==> src/rtl/cfg_guard_pkg.sv <==
package cfg_guard_pkg;

    typedef enum logic [2:0] {
        ST_UNCFG    = 3'd0,
        ST_LOAD_ENC = 3'd1,
        ST_LOAD_PLN = 3'd2,
        ST_CHECK    = 3'd3,
        ST_RUN_ENC  = 3'd4,
        ST_RUN_PLN  = 3'd5,
        ST_CLEAR    = 3'd6
    } guard_state_e;

    typedef struct packed {
        logic frm_g;
        logic frm_d;
        logic cmd_g;
        logic cmd_d;
        logic rb_g;
        logic rb_d;
        logic key_d;
        logic wipe;
    } verdict_t;

endpackage

==> src/rtl/cfg_frame_seq.sv <==
module cfg_frame_seq #(
    parameter int AW         = 8,
    parameter int LAST_FRAME = 255
) (
    input  logic          clk,
    input  logic          rst_n,
    input  logic          load,
    input  logic          adv,
    input  logic [AW-1:0] addr,
    output logic          in_order,
    output logic          is_last
);
    localparam logic [AW-1:0] LAST_ADDR = AW'(LAST_FRAME);
    localparam logic [AW-1:0] ONE       = AW'(1);

    logic [AW-1:0] want_q;

    always_ff @(posedge clk or negedge rst_n) begin
        if (!rst_n)
            want_q <= '0;
        else if (load)
            want_q <= addr + ONE;
        else if (adv)
            want_q <= want_q + ONE;
    end

    assign in_order = (addr == want_q);
    assign is_last  = (addr == LAST_ADDR);


    seq_order_chk: assert property (@(posedge clk) disable iff (!rst_n)
        adv |-> in_order);

endmodule

==> src/rtl/cfg_clear_timer.sv <==
module cfg_clear_timer #(
    parameter int CYCLES = 4
) (
    input  logic clk,
    input  logic rst_n,
    input  logic start,
    input  logic active,
    output logic done
);
    localparam int CW = (CYCLES > 2) ? $clog2(CYCLES) : 1;
    localparam logic [CW-1:0] LAST_CNT = CW'(CYCLES - 1);

    logic [CW-1:0] cnt_q;

    always_ff @(posedge clk or negedge rst_n) begin
        if (!rst_n)
            cnt_q <= '0;
        else if (start)
            cnt_q <= '0;
        else if (active && !done)
            cnt_q <= cnt_q + CW'(1);
    end

    assign done = (cnt_q == LAST_CNT);


    clear_exit_chk: assert property (@(posedge clk) disable iff (!rst_n)
        (active && done && !start) |=> !active);

endmodule

==> src/rtl/cfg_guard_fsm.sv <==
module cfg_guard_fsm
    import cfg_guard_pkg::*;
(
    input  logic clk,
    input  logic rst_n,
    input  logic frm_wr_req,
    input  logic frm_enc,
    input  logic addr_zero,
    input  logic in_order,
    input  logic is_last,
    input  logic cmd_req,
    input  logic rb_req,
    input  logic key_rd_req,
    input  logic key_wr_req,
    input  logic wipe_cmd,
    input  logic chk_done,
    input  logic chk_pass,
    input  logic clr_done,
    output logic seq_load,
    output logic seq_adv,
    output logic clr_start,
    output logic clr_active,
    output logic frm_grant,
    output logic frm_deny,
    output logic cmd_grant,
    output logic cmd_deny,
    output logic rb_grant,
    output logic rb_deny,
    output logic key_deny,
    output logic wipe_pulse,
    output logic start_en,
    output logic crypto_free,
    output logic tamper
);
    guard_state_e st_q, st_n;
    logic         enc_q, enc_n;
    verdict_t     vd, vd_q;
    logic         key_hit, kill;

    assign key_hit = key_rd_req | key_wr_req;
    assign kill    = key_hit | wipe_cmd;

    // next-state and verdict decode
    always_comb begin
        st_n      = st_q;
        enc_n     = enc_q;
        vd        = '0;
        seq_load  = 1'b0;
        seq_adv   = 1'b0;
        clr_start = 1'b0;
        unique case (st_q)
            ST_UNCFG: begin
                vd.cmd_g = cmd_req;
                vd.rb_g  = rb_req;
                if (frm_wr_req) begin
                    if (frm_enc && !addr_zero) begin
                        vd.frm_d = 1'b1;
                    end else begin
                        vd.frm_g = 1'b1;
                        seq_load = 1'b1;
                        enc_n    = frm_enc;
                        if (is_last)
                            st_n = ST_CHECK;
                        else
                            st_n = frm_enc ? ST_LOAD_ENC : ST_LOAD_PLN;
                    end
                end
            end
            ST_LOAD_ENC: begin
                vd.cmd_g = cmd_req;
                vd.rb_d  = rb_req;
                if (frm_wr_req) begin
                    if (in_order) begin
                        vd.frm_g = 1'b1;
                        seq_adv  = 1'b1;
                        if (is_last)
                            st_n = ST_CHECK;
                    end else begin
                        vd.frm_d  = 1'b1;
                        vd.wipe   = 1'b1;
                        clr_start = 1'b1;
                        enc_n     = 1'b0;
                        st_n      = ST_CLEAR;
                    end
                end
            end
            ST_LOAD_PLN: begin
                vd.cmd_g = cmd_req;
                vd.rb_g  = rb_req;
                vd.frm_g = frm_wr_req;
                if (frm_wr_req && is_last)
                    st_n = ST_CHECK;
            end
            ST_CHECK: begin
                vd.cmd_g = cmd_req;
                vd.rb_g  = rb_req & ~enc_q;
                vd.rb_d  = rb_req & enc_q;
                vd.frm_d = frm_wr_req;
                if (chk_done) begin
                    if (chk_pass) begin
                        st_n = enc_q ? ST_RUN_ENC : ST_RUN_PLN;
                    end else begin
                        vd.wipe   = 1'b1;
                        clr_start = 1'b1;
                        enc_n     = 1'b0;
                        st_n      = ST_CLEAR;
                    end
                end
            end
            ST_RUN_ENC: begin
                vd.cmd_d = cmd_req;
                vd.rb_d  = rb_req;
                vd.frm_d = frm_wr_req;
            end
            ST_RUN_PLN: begin
                vd.cmd_g = cmd_req;
                vd.rb_g  = rb_req;
                vd.frm_g = frm_wr_req & ~frm_enc;
                vd.frm_d = frm_wr_req & frm_enc;
            end
            ST_CLEAR: begin
                vd.cmd_d = cmd_req;
                vd.rb_d  = rb_req;
                vd.frm_d = frm_wr_req;
                enc_n    = 1'b0;
                if (clr_done)
                    st_n = ST_UNCFG;
            end
            default: begin
                st_n  = ST_CLEAR;
                enc_n = 1'b0;
            end
        endcase
        // key access outranks the full-clear command, which outranks all else
        if (kill) begin
            vd.frm_g  = 1'b0;
            vd.cmd_g  = 1'b0;
            vd.rb_g   = 1'b0;
            vd.frm_d  = frm_wr_req;
            vd.cmd_d  = cmd_req;
            vd.rb_d   = rb_req;
            vd.key_d  = key_hit;
            vd.wipe   = 1'b1;
            seq_load  = 1'b0;
            seq_adv   = 1'b0;
            clr_start = 1'b1;
            enc_n     = 1'b0;
            st_n      = ST_CLEAR;
        end
    end

    // state register
    always_ff @(posedge clk or negedge rst_n) begin
        if (!rst_n) begin
            st_q  <= ST_UNCFG;
            enc_q <= 1'b0;
        end else begin
            st_q  <= st_n;
            enc_q <= enc_n;
        end
    end

    // output register
    always_ff @(posedge clk or negedge rst_n) begin
        if (!rst_n) begin
            vd_q   <= '0;
            tamper <= 1'b0;
        end else begin
            vd_q <= vd;
            if (key_hit)
                tamper <= 1'b1;
        end
    end

    assign frm_grant   = vd_q.frm_g;
    assign frm_deny    = vd_q.frm_d;
    assign cmd_grant   = vd_q.cmd_g;
    assign cmd_deny    = vd_q.cmd_d;
    assign rb_grant    = vd_q.rb_g;
    assign rb_deny     = vd_q.rb_d;
    assign key_deny    = vd_q.key_d;
    assign wipe_pulse  = vd_q.wipe;
    assign clr_active  = (st_q == ST_CLEAR);
    assign start_en    = (st_q == ST_RUN_ENC) || (st_q == ST_RUN_PLN);
    assign crypto_free = (st_q == ST_UNCFG) || (st_q == ST_LOAD_PLN) ||
                         (st_q == ST_RUN_PLN) || ((st_q == ST_CHECK) && !enc_q);


    key_wipe_chk: assert property (@(posedge clk) disable iff (!rst_n)
        (key_rd_req || key_wr_req) |=> (key_deny && wipe_pulse && tamper));


    start_gate_chk: assert property (@(posedge clk) disable iff (!rst_n)
        $rose(start_en) |-> $past(chk_done && chk_pass && !key_rd_req && !key_wr_req));


    wipe_lock_chk: assert property (@(posedge clk) disable iff (!rst_n)
        wipe_pulse |-> (!start_en && !crypto_free));


    runenc_hold_chk: assert property (@(posedge clk) disable iff (!rst_n)
        (start_en && !crypto_free && !wipe_cmd && !key_rd_req && !key_wr_req)
            |=> (start_en && !crypto_free && !frm_grant && !cmd_grant));


    rb_excl_chk: assert property (@(posedge clk) disable iff (!rst_n)
        $onehot0({rb_grant, rb_deny, frm_grant && frm_deny}));

endmodule

==> src/rtl/cfg_guard_top.sv <==
module cfg_guard_top #(
    parameter int AW         = 8,
    parameter int LAST_FRAME = 255,
    parameter int CLR_CYCLES = 4
) (
    input  logic          clk,
    input  logic          rst_n,
    input  logic          frm_wr_req,
    input  logic          frm_enc,
    input  logic [AW-1:0] frm_addr,
    input  logic          cmd_req,
    input  logic          rb_req,
    input  logic          key_rd_req,
    input  logic          key_wr_req,
    input  logic          wipe_cmd,
    input  logic          chk_done,
    input  logic          chk_pass,
    output logic          frm_grant,
    output logic          frm_deny,
    output logic          cmd_grant,
    output logic          cmd_deny,
    output logic          rb_grant,
    output logic          rb_deny,
    output logic          key_deny,
    output logic          wipe_pulse,
    output logic          start_en,
    output logic          crypto_free,
    output logic          tamper
);
    logic seq_load, seq_adv, in_order, is_last;
    logic clr_start, clr_active, clr_done;
    logic addr_zero;

    assign addr_zero = (frm_addr == '0);

    cfg_frame_seq #(.AW(AW), .LAST_FRAME(LAST_FRAME)) u_seq (
        .clk      (clk),
        .rst_n    (rst_n),
        .load     (seq_load),
        .adv      (seq_adv),
        .addr     (frm_addr),
        .in_order (in_order),
        .is_last  (is_last)
    );

    cfg_clear_timer #(.CYCLES(CLR_CYCLES)) u_clr (
        .clk    (clk),
        .rst_n  (rst_n),
        .start  (clr_start),
        .active (clr_active),
        .done   (clr_done)
    );

    cfg_guard_fsm u_fsm (
        .clk         (clk),
        .rst_n       (rst_n),
        .frm_wr_req  (frm_wr_req),
        .frm_enc     (frm_enc),
        .addr_zero   (addr_zero),
        .in_order    (in_order),
        .is_last     (is_last),
        .cmd_req     (cmd_req),
        .rb_req      (rb_req),
        .key_rd_req  (key_rd_req),
        .key_wr_req  (key_wr_req),
        .wipe_cmd    (wipe_cmd),
        .chk_done    (chk_done),
        .chk_pass    (chk_pass),
        .clr_done    (clr_done),
        .seq_load    (seq_load),
        .seq_adv     (seq_adv),
        .clr_start   (clr_start),
        .clr_active  (clr_active),
        .frm_grant   (frm_grant),
        .frm_deny    (frm_deny),
        .cmd_grant   (cmd_grant),
        .cmd_deny    (cmd_deny),
        .rb_grant    (rb_grant),
        .rb_deny     (rb_deny),
        .key_deny    (key_deny),
        .wipe_pulse  (wipe_pulse),
        .start_en    (start_en),
        .crypto_free (crypto_free),
        .tamper      (tamper)
    );

endmodule

==> config.mk <==
export PLATFORM = sky130hd
export DESIGN_NAME = cfg_guard_top
export DESIGN_NICKNAME = d
export VERILOG_FILES = /design/src/rtl/cfg_guard_pkg.sv /design/src/rtl/cfg_frame_seq.sv /design/src/rtl/cfg_clear_timer.sv /design/src/rtl/cfg_guard_fsm.sv /design/src/rtl/cfg_guard_top.sv
export SDC_FILE = /design/constraint.sdc
export NUM_CORES = 1
export LEC_CHECK = 0
export BUFFER_PORTS_ARGS = -buffer_cell sky130_fd_sc_hd__buf_2
export CAP_MARGIN = 20
export CORE_MARGIN = 2
export CORE_UTILIZATION = 38
export CTS_BUF_LIST = sky130_fd_sc_hd__clkbuf_16
export DETAILED_ROUTE_END_ITERATION = 10
export GPL_TIMING_DRIVEN = 0
export HOLD_SLACK_MARGIN = 0.08
export SKIP_CTS_REPAIR_TIMING = 1
export SYNTH_ARGS = -nofsm -noshare
export SYNTH_HDL_FRONTEND = slang
export SYNTH_SLANG_ARGS = --single-unit
==> constraint.sdc <==
create_clock -name clk -period 5.5 [get_ports clk]
set_clock_uncertainty 0.2 [all_clocks]
set_input_delay 1.1 -clock clk [delete_from_list [all_inputs] [get_ports clk]]
set_output_delay 1.1 -clock clk [all_outputs]
set_load 0.01 [all_outputs]
==> results of run 1 <==
-- worst paths after layout --
check                         startpoint               to  slack [ns]
max                           key_wr_req  u_seq.want_q[4]        2.00
min                         u_fsm.tamper     u_fsm.tamper        0.26
max reg2reg                u_fsm.st_q[2]  u_seq.want_q[4]        2.83
min reg2reg                 u_fsm.tamper     u_fsm.tamper        0.26
max in group asynchronous          rst_n  u_seq.want_q[7]        4.12
min in group asynchronous          rst_n   u_fsm.cmd_deny        0.62
-- area by class of cell --
type	instances	area (µm²)
fill	410	2160
multi-input combinational	139	1020
sequential	23	576
timing repair buffer	28	140
clock buffer	3	75.1
tap	50	62.6
buffer	6	31.3
inverter	4	15.0
clock inverter	1	7.51
-- logic make-up after synthesis --
kind of cell             Yosys count  synth area share [%]
multiplexers                       6                  3.97
flip-flops                        23                  35.1
XOR/XNOR                          20                  10.7
adder cells (fa/ha/maj)            2                  1.53
buffers and inverters             10                  2.83
AO/OA/AOI/OAI                     38                  16.0
AND/OR/NAND/NOR                   73                  29.9
-- cells in the final DEF (no fill, tap or decap), types with 2 or more instances in the layout --
cell type   n
a21oi_1     8
nand2_1    18
nor4_4      2
dfrtp_1    23
ha_1        2
mux2i_1     5
and2_1      2
o21ai_0     9
xor2_1      4
nor2_1     12
o41a_1      3
a211oi_1    3
nor3_1      3
and4_1      3
nand2b_1    2
a21oi_2     2
nand4_1     6
o31ai_1     2
nand3_1     5
nor3_2      2
a31oi_1     3
buf_2      29
nor4_2      4
clkbuf_16   3
xnor2_1    16
clkbuf_1    4
inv_1       4
and3_1      3
-- stage by stage --
step           std cells  cell area, µm²  worst slack [ns]  hold WS, ns  power, µW
3_3_place_gp         250            1840              1.77        0.248        212
4_1_cts              254            1920              2.01        0.264        378
5_1_grt              254            1920              1.81        0.293        388
2_1_floorplan        172            1640              2.31        0.290        192
3_5_place_dp         250            1840              1.75        0.246        212
6_report             254            1920              2.00        0.258        372
-- power by group through the flow --
stage / logic (µW) / clock network, µW / registers [µW]
floorplan: 16.0 / 0 / 176
global placement: 36.9 / 0 / 175
detailed placement: 37.0 / 0 / 175
CTS: 37.2 / 169 / 172
global route: 40.6 / 175 / 172
finish: 36.8 / 163 / 172
-- cells in the mapped netlist (4+ instances only) --
library cell  instances
a21oi_1               8
nand2_1              18
xnor2_1              16
o21ai_0               9
clkbuf_1              4
xor2_1                4
nor4_2                4
inv_1                 4
nand3_1               5
nand4_1               6
mux2i_1               5
dfrtp_1              23
nor2_1               12
-- state kept, by name, indices dropped and copies added, names as in the netlist --
name	cells
u_clr.cnt_q	2
u_fsm.st_q	3
u_fsm.cmd_grant	1
u_fsm.rb_deny	1
u_seq.want_q	8
u_fsm.wipe_pulse	1
u_fsm.frm_deny	1
u_fsm.cmd_deny	1
u_fsm.rb_grant	1
u_fsm.frm_grant	1
u_fsm.enc_q	1
u_fsm.tamper	1
u_fsm.key_deny	1
-- per-layer routing --
metal,GRT usage (%),share of wire [%],vias to the layer above
li1,-,-,703
met1,22.0,46,685
met2,26.0,48,40
met3,2.91,5.4,2
met4,4.91,0.56,0
met5,0,0,-
==> run metrics, run 1 <==
delay of the slowest critical-path stage=0.50 ns; RSZ-0062 raised after global routing=false; first-pass GRT wire length=6410 µm; CTS max path bufs=2; via/cell ratio=5.63; vias=1430; num ports=30; vias in the first global route=1343; Max Clk Rate=0.285 GHz; flops & latches, synth=23; area leader, netlist=dfrtp_1; Setup CP Type=input port to flip-flop; Synth Warn #=0; initial antenna violation count=0; Lkg Pwr=0.000824 µW; Slew headroom=61.9%; CP Depth=11; Hold Path Class=flip-flop to flip-flop; Worst-path clk slew=0.07 ns; Sink Count=23; Seq pwr share=46.2%; Die ar.=0.00485 mm²; Die X=69.7 µm; PD cells=193 mW/mm²; H-Tree Depth=1; Comb power frac=9.9%; arrival time worst endpoint=3.43 ns; ranking of synthesized cells by area=dfrtp_1, xnor2_1, nand2_1, mux2i_1, nor4_2; sw power=87.7 µW; Syn-to-layout area delta=17.4%; largest net degree at the start of global routing=24; Switching Share=23.6%; Synth cell types=48; utilization after layout=47.1%; status=completed; synthesized area per cell=9.52 µm²; PortBufs=28; P_int=284 µW; dpl hpwl=2840 µm; synthesized area=0.00164 mm²; number of cell rows=23; main flop type after synthesis=dfrtp_1; DR WL/cell=14.8 µm; Slowest cell on crit path=nor3_2; final setup TNS=0 ns; CP required=5.43 ns; reg2reg path depth=10; Max-Cap Viols=0; CTS Buf Count=3; number of detailed-route iterations in the first pass=4; critical path, cell by cell=buf_2 -> nor3_2 -> nand4_1 -> a21oi_2 -> nand2_1 -> nand2_1 -> ha_1 -> nand3_1 -> nor4_2 -> xnor2_1 -> a21oi_1; Post-synth EDFFs=0; Slew Viols, Final=0; Final Wtd Congestion=0.885; All-Layer GR Usage=16.1%; Hold Vio Cnt, Final=0; Starting DRT DRC Count=165; Clk pwr share=43.9%; Hold Path Stages=1; most used cell, CP=nand2_1; crit-path max FO=9; routed wire length=3750 µm; critical path endpoint category=flip-flop; fraction of layout cells with a size suffix above 1=25.0%; min Tclk post-route=3.50 ns; DIE HEIGHT=69.7 µm; Setup violations, final=0; syn nets=193; CP top delay family=simple AND/OR/NAND/NOR gates; Post-DRT Antenna Nets=0; core area=0.00409 mm²; # DRC=0; CTS tree=built; CP Buf/Inv Count=1; Inserted Diodes=0; Initial Utilization=40.1%; sequential area share after synthesis=35.1%; GR Overflow Total=0; Root Driver=clkbuf_16; Final nets=226; Worst-Margin Slew=0.568 ns; area share of the largest cell type after synthesis=35.1%; final worst path period share=63.7%; clk_lat worst skew=0.26 ns; cell count after synthesis=172; Peak VDD IR=0.0000994 V; crit path launch type=input port; Async S/R FF share, synth=100%
Power figures use the tool's default switching activity.
==> inputs of run 2 (changes only) <==
ABC_AREA = 1   (was not set)
clock period = 2.9 ns   (was 5.5 ns; I/O delays follow)
==> run metrics, run 2 <==
num ports=30; placed cell count=319; area share of the largest cell type after synthesis=34.1%; Setup CP Type=flip-flop to primary output; Die ar.=0.00499 mm²; Biggest register=u_seq.want_q; met3 Usage GRT=2.99%; Hold Path Class=input port to async pin; DR WL/cell=12.4 µm; largest net degree at the start of global routing=24; H-Tree Depth=1; Final Wtd Congestion=0.898; status=completed; most common cell after layout, fill and taps aside=nand2_1; CTS tree=built; core area=0.00432 mm²; number of detailed-route iterations in the first pass=4; Most Used Layer, Global Route=met2; Largest register FFs=8; area leader, netlist=dfrtp_1; Initial Utilization=39.0%; main flop type after synthesis=dfrtp_1; final setup TNS=0 ns; Slew headroom=64.1%; most frequent cells in the layout=nand2_1, inv_1, buf_2; Peak VDD IR=0.000208 V; Sink Count=23; vias in the first global route=1572; routed wire length=3990 µm; Synth cell types=33; met1 GRT Util=24.8%; DIE HEIGHT=70.6 µm; fraction of layout cells with a size suffix above 1=24.0%; Slowest cell on crit path=dfrtp_1; critical path, cell by cell=inv_2 -> nor3_1 -> o21ai_0 -> inv_1 -> buf_2; Slew Viols, Final=0; Final Cell Area=0.00198 mm²; Die X=70.6 µm; PD cells=377 mW/mm²; via/cell ratio=4.93; Async S/R FF share, synth=100%; RSZ-0062 raised after global routing=false; dpl hpwl=3080 µm; vias=1591; synthesized area per cell=7.09 µm²; critical path endpoint category=primary output; syn nets=259; flops & latches, synth=23; Setup violations, final=0; Commonest cells post-synth=nand2_1, inv_1, dfrtp_1; All-Layer GR Usage=17.5%; CP Buf/Inv Count=3; crit path launch type=flip-flop; Max Clk Rate=0.426 GHz; CP top delay family=flip-flops; # DRC=0; min Tclk post-route=2.35 ns; Top Registers=u_seq.want_q x8, u_fsm.st_q x3, u_clr.cnt_q x2; Post-synth EDFFs=0; CTS max path bufs=2; most common cell in the netlist=nand2_1; PortBufs=29; crit-path max FO=7; ranking of synthesized cells by area=dfrtp_1, nand2_1, inv_1, nand4_1, nor2_1; Lkg Pwr=0.00104 µW; number of cell rows=24; cell count after synthesis=238; sequential area share after synthesis=34.1%; arrival time worst endpoint=1.57 ns; final worst path period share=81.0%; CTS Buf Count=3; Synth Warn #=0; dpl ws=0.398 ns; Root Driver=clkbuf_16; Hold Vio Cnt, Final=0; final setup margin=0.551 ns; first-pass GRT wire length=7090 µm; delay of the slowest critical-path stage=0.47 ns; Post-DRT Antenna Nets=0; Max-Cap Viols=0; Placement Cell Area=0.00190 mm²; Finished Layout Cells=323; Syn-to-layout area delta=17.3%; GR Overflow Total=0; Final nets=293; Pwr Total=747 µW; initial antenna violation count=0; CP required=2.12 ns; grt met2 use=28.3%; synthesized area=0.00169 mm²; clk_lat worst skew=0.26 ns; Inserted Diodes=0; Starting DRT DRC Count=61; Worst-path clk slew=0.07 ns; Worst-Margin Slew=0.539 ns
-- run 2: logic make-up (layout without fill, tap and decap cells) --
family | count (synthesis) | after routing | synth area share (%)
AND/OR/NAND/NOR | 141 | 141 | 43.1
flip-flops | 23 | 23 | 34.1
XOR/XNOR | 1 | 1 | 0.519
AO/OA/AOI/OAI | 29 | 29 | 10.3
adder cells (fa/ha/maj) | 2 | 2 | 1.48
buffers and inverters | 42 | 75 | 10.5
-- run 2: where the power goes --
| group | leakage, µW | internal (µW) | switching (µW) |
|---|---|---|---|
| clock | 0.0000371 | 187 | 126 |
| sequential | 0.000271 | 328 | 5.77 |
| combinational | 0.000727 | 34.6 | 64.7 |
| total | 0.00104 | 550 | 197 |
-- run 2: final cells by class --
cell class                      instances  area, µm²
Fill cell                             459       2340
Timing Repair Buffer                   29        145
Clock inverter                          1       7.51
Tap cell                               52       65.1
Inverter                               40        151
Multi-Input combinational cell        173        935
Buffer                                  2       26.3
Sequential cell                        23        576
Clock buffer                            3       75.1
-- run 2: routing by layer --
layer | share of wire [%] | up-vias
met5 | 0 | -
met4 | 1.1 | 0
met3 | 4.8 | 5
met2 | 45 | 37
met1 | 50 | 709
li1 | - | 840
-- run 2: final timing paths --
| kind | start | end | slack (ns) | cells after the start |
|---|---|---|---|---|
| worst max-delay path | u_fsm.st_q[2] | crypto_free | 0.55 | 5 |
| worst min-delay path | rst_n | u_fsm.st_q[2] | 0.1 | 1 |
| worst max register to register | u_fsm.st_q[2] | u_seq.want_q[2] | 0.70 | 10 |
| worst min register to register | u_fsm.tamper | u_fsm.tamper | 0.27 | 1 |
| max in group asynchronous | rst_n | u_seq.want_q[0] | 2.04 | 1 |
| min in group clk | u_fsm.tamper | u_fsm.tamper | 0.27 | 1 |
-- run 2: worst reg2reg max path, stage by stage (launching register included) --
cell     delay (ns)
dfrtp_1        0.46
inv_2          0.17
nand3_4        0.14
nor2_8         0.19
nand3_4        0.15
nand2_1        0.11
nand2_2        0.07
ha_1           0.22
or2_1          0.22
nand3_1        0.09
o21ai_1        0.07
-- run 2: metrics by stage --
stage	hold WS, ns	utilization, %
3_3_place_gp	0.249	43.9
2_1_floorplan	0.0844	-
6_report	0.0964	45.8
4_1_cts	0.126	45.8
5_1_grt	0.150	45.8
3_5_place_dp	0.249	43.9
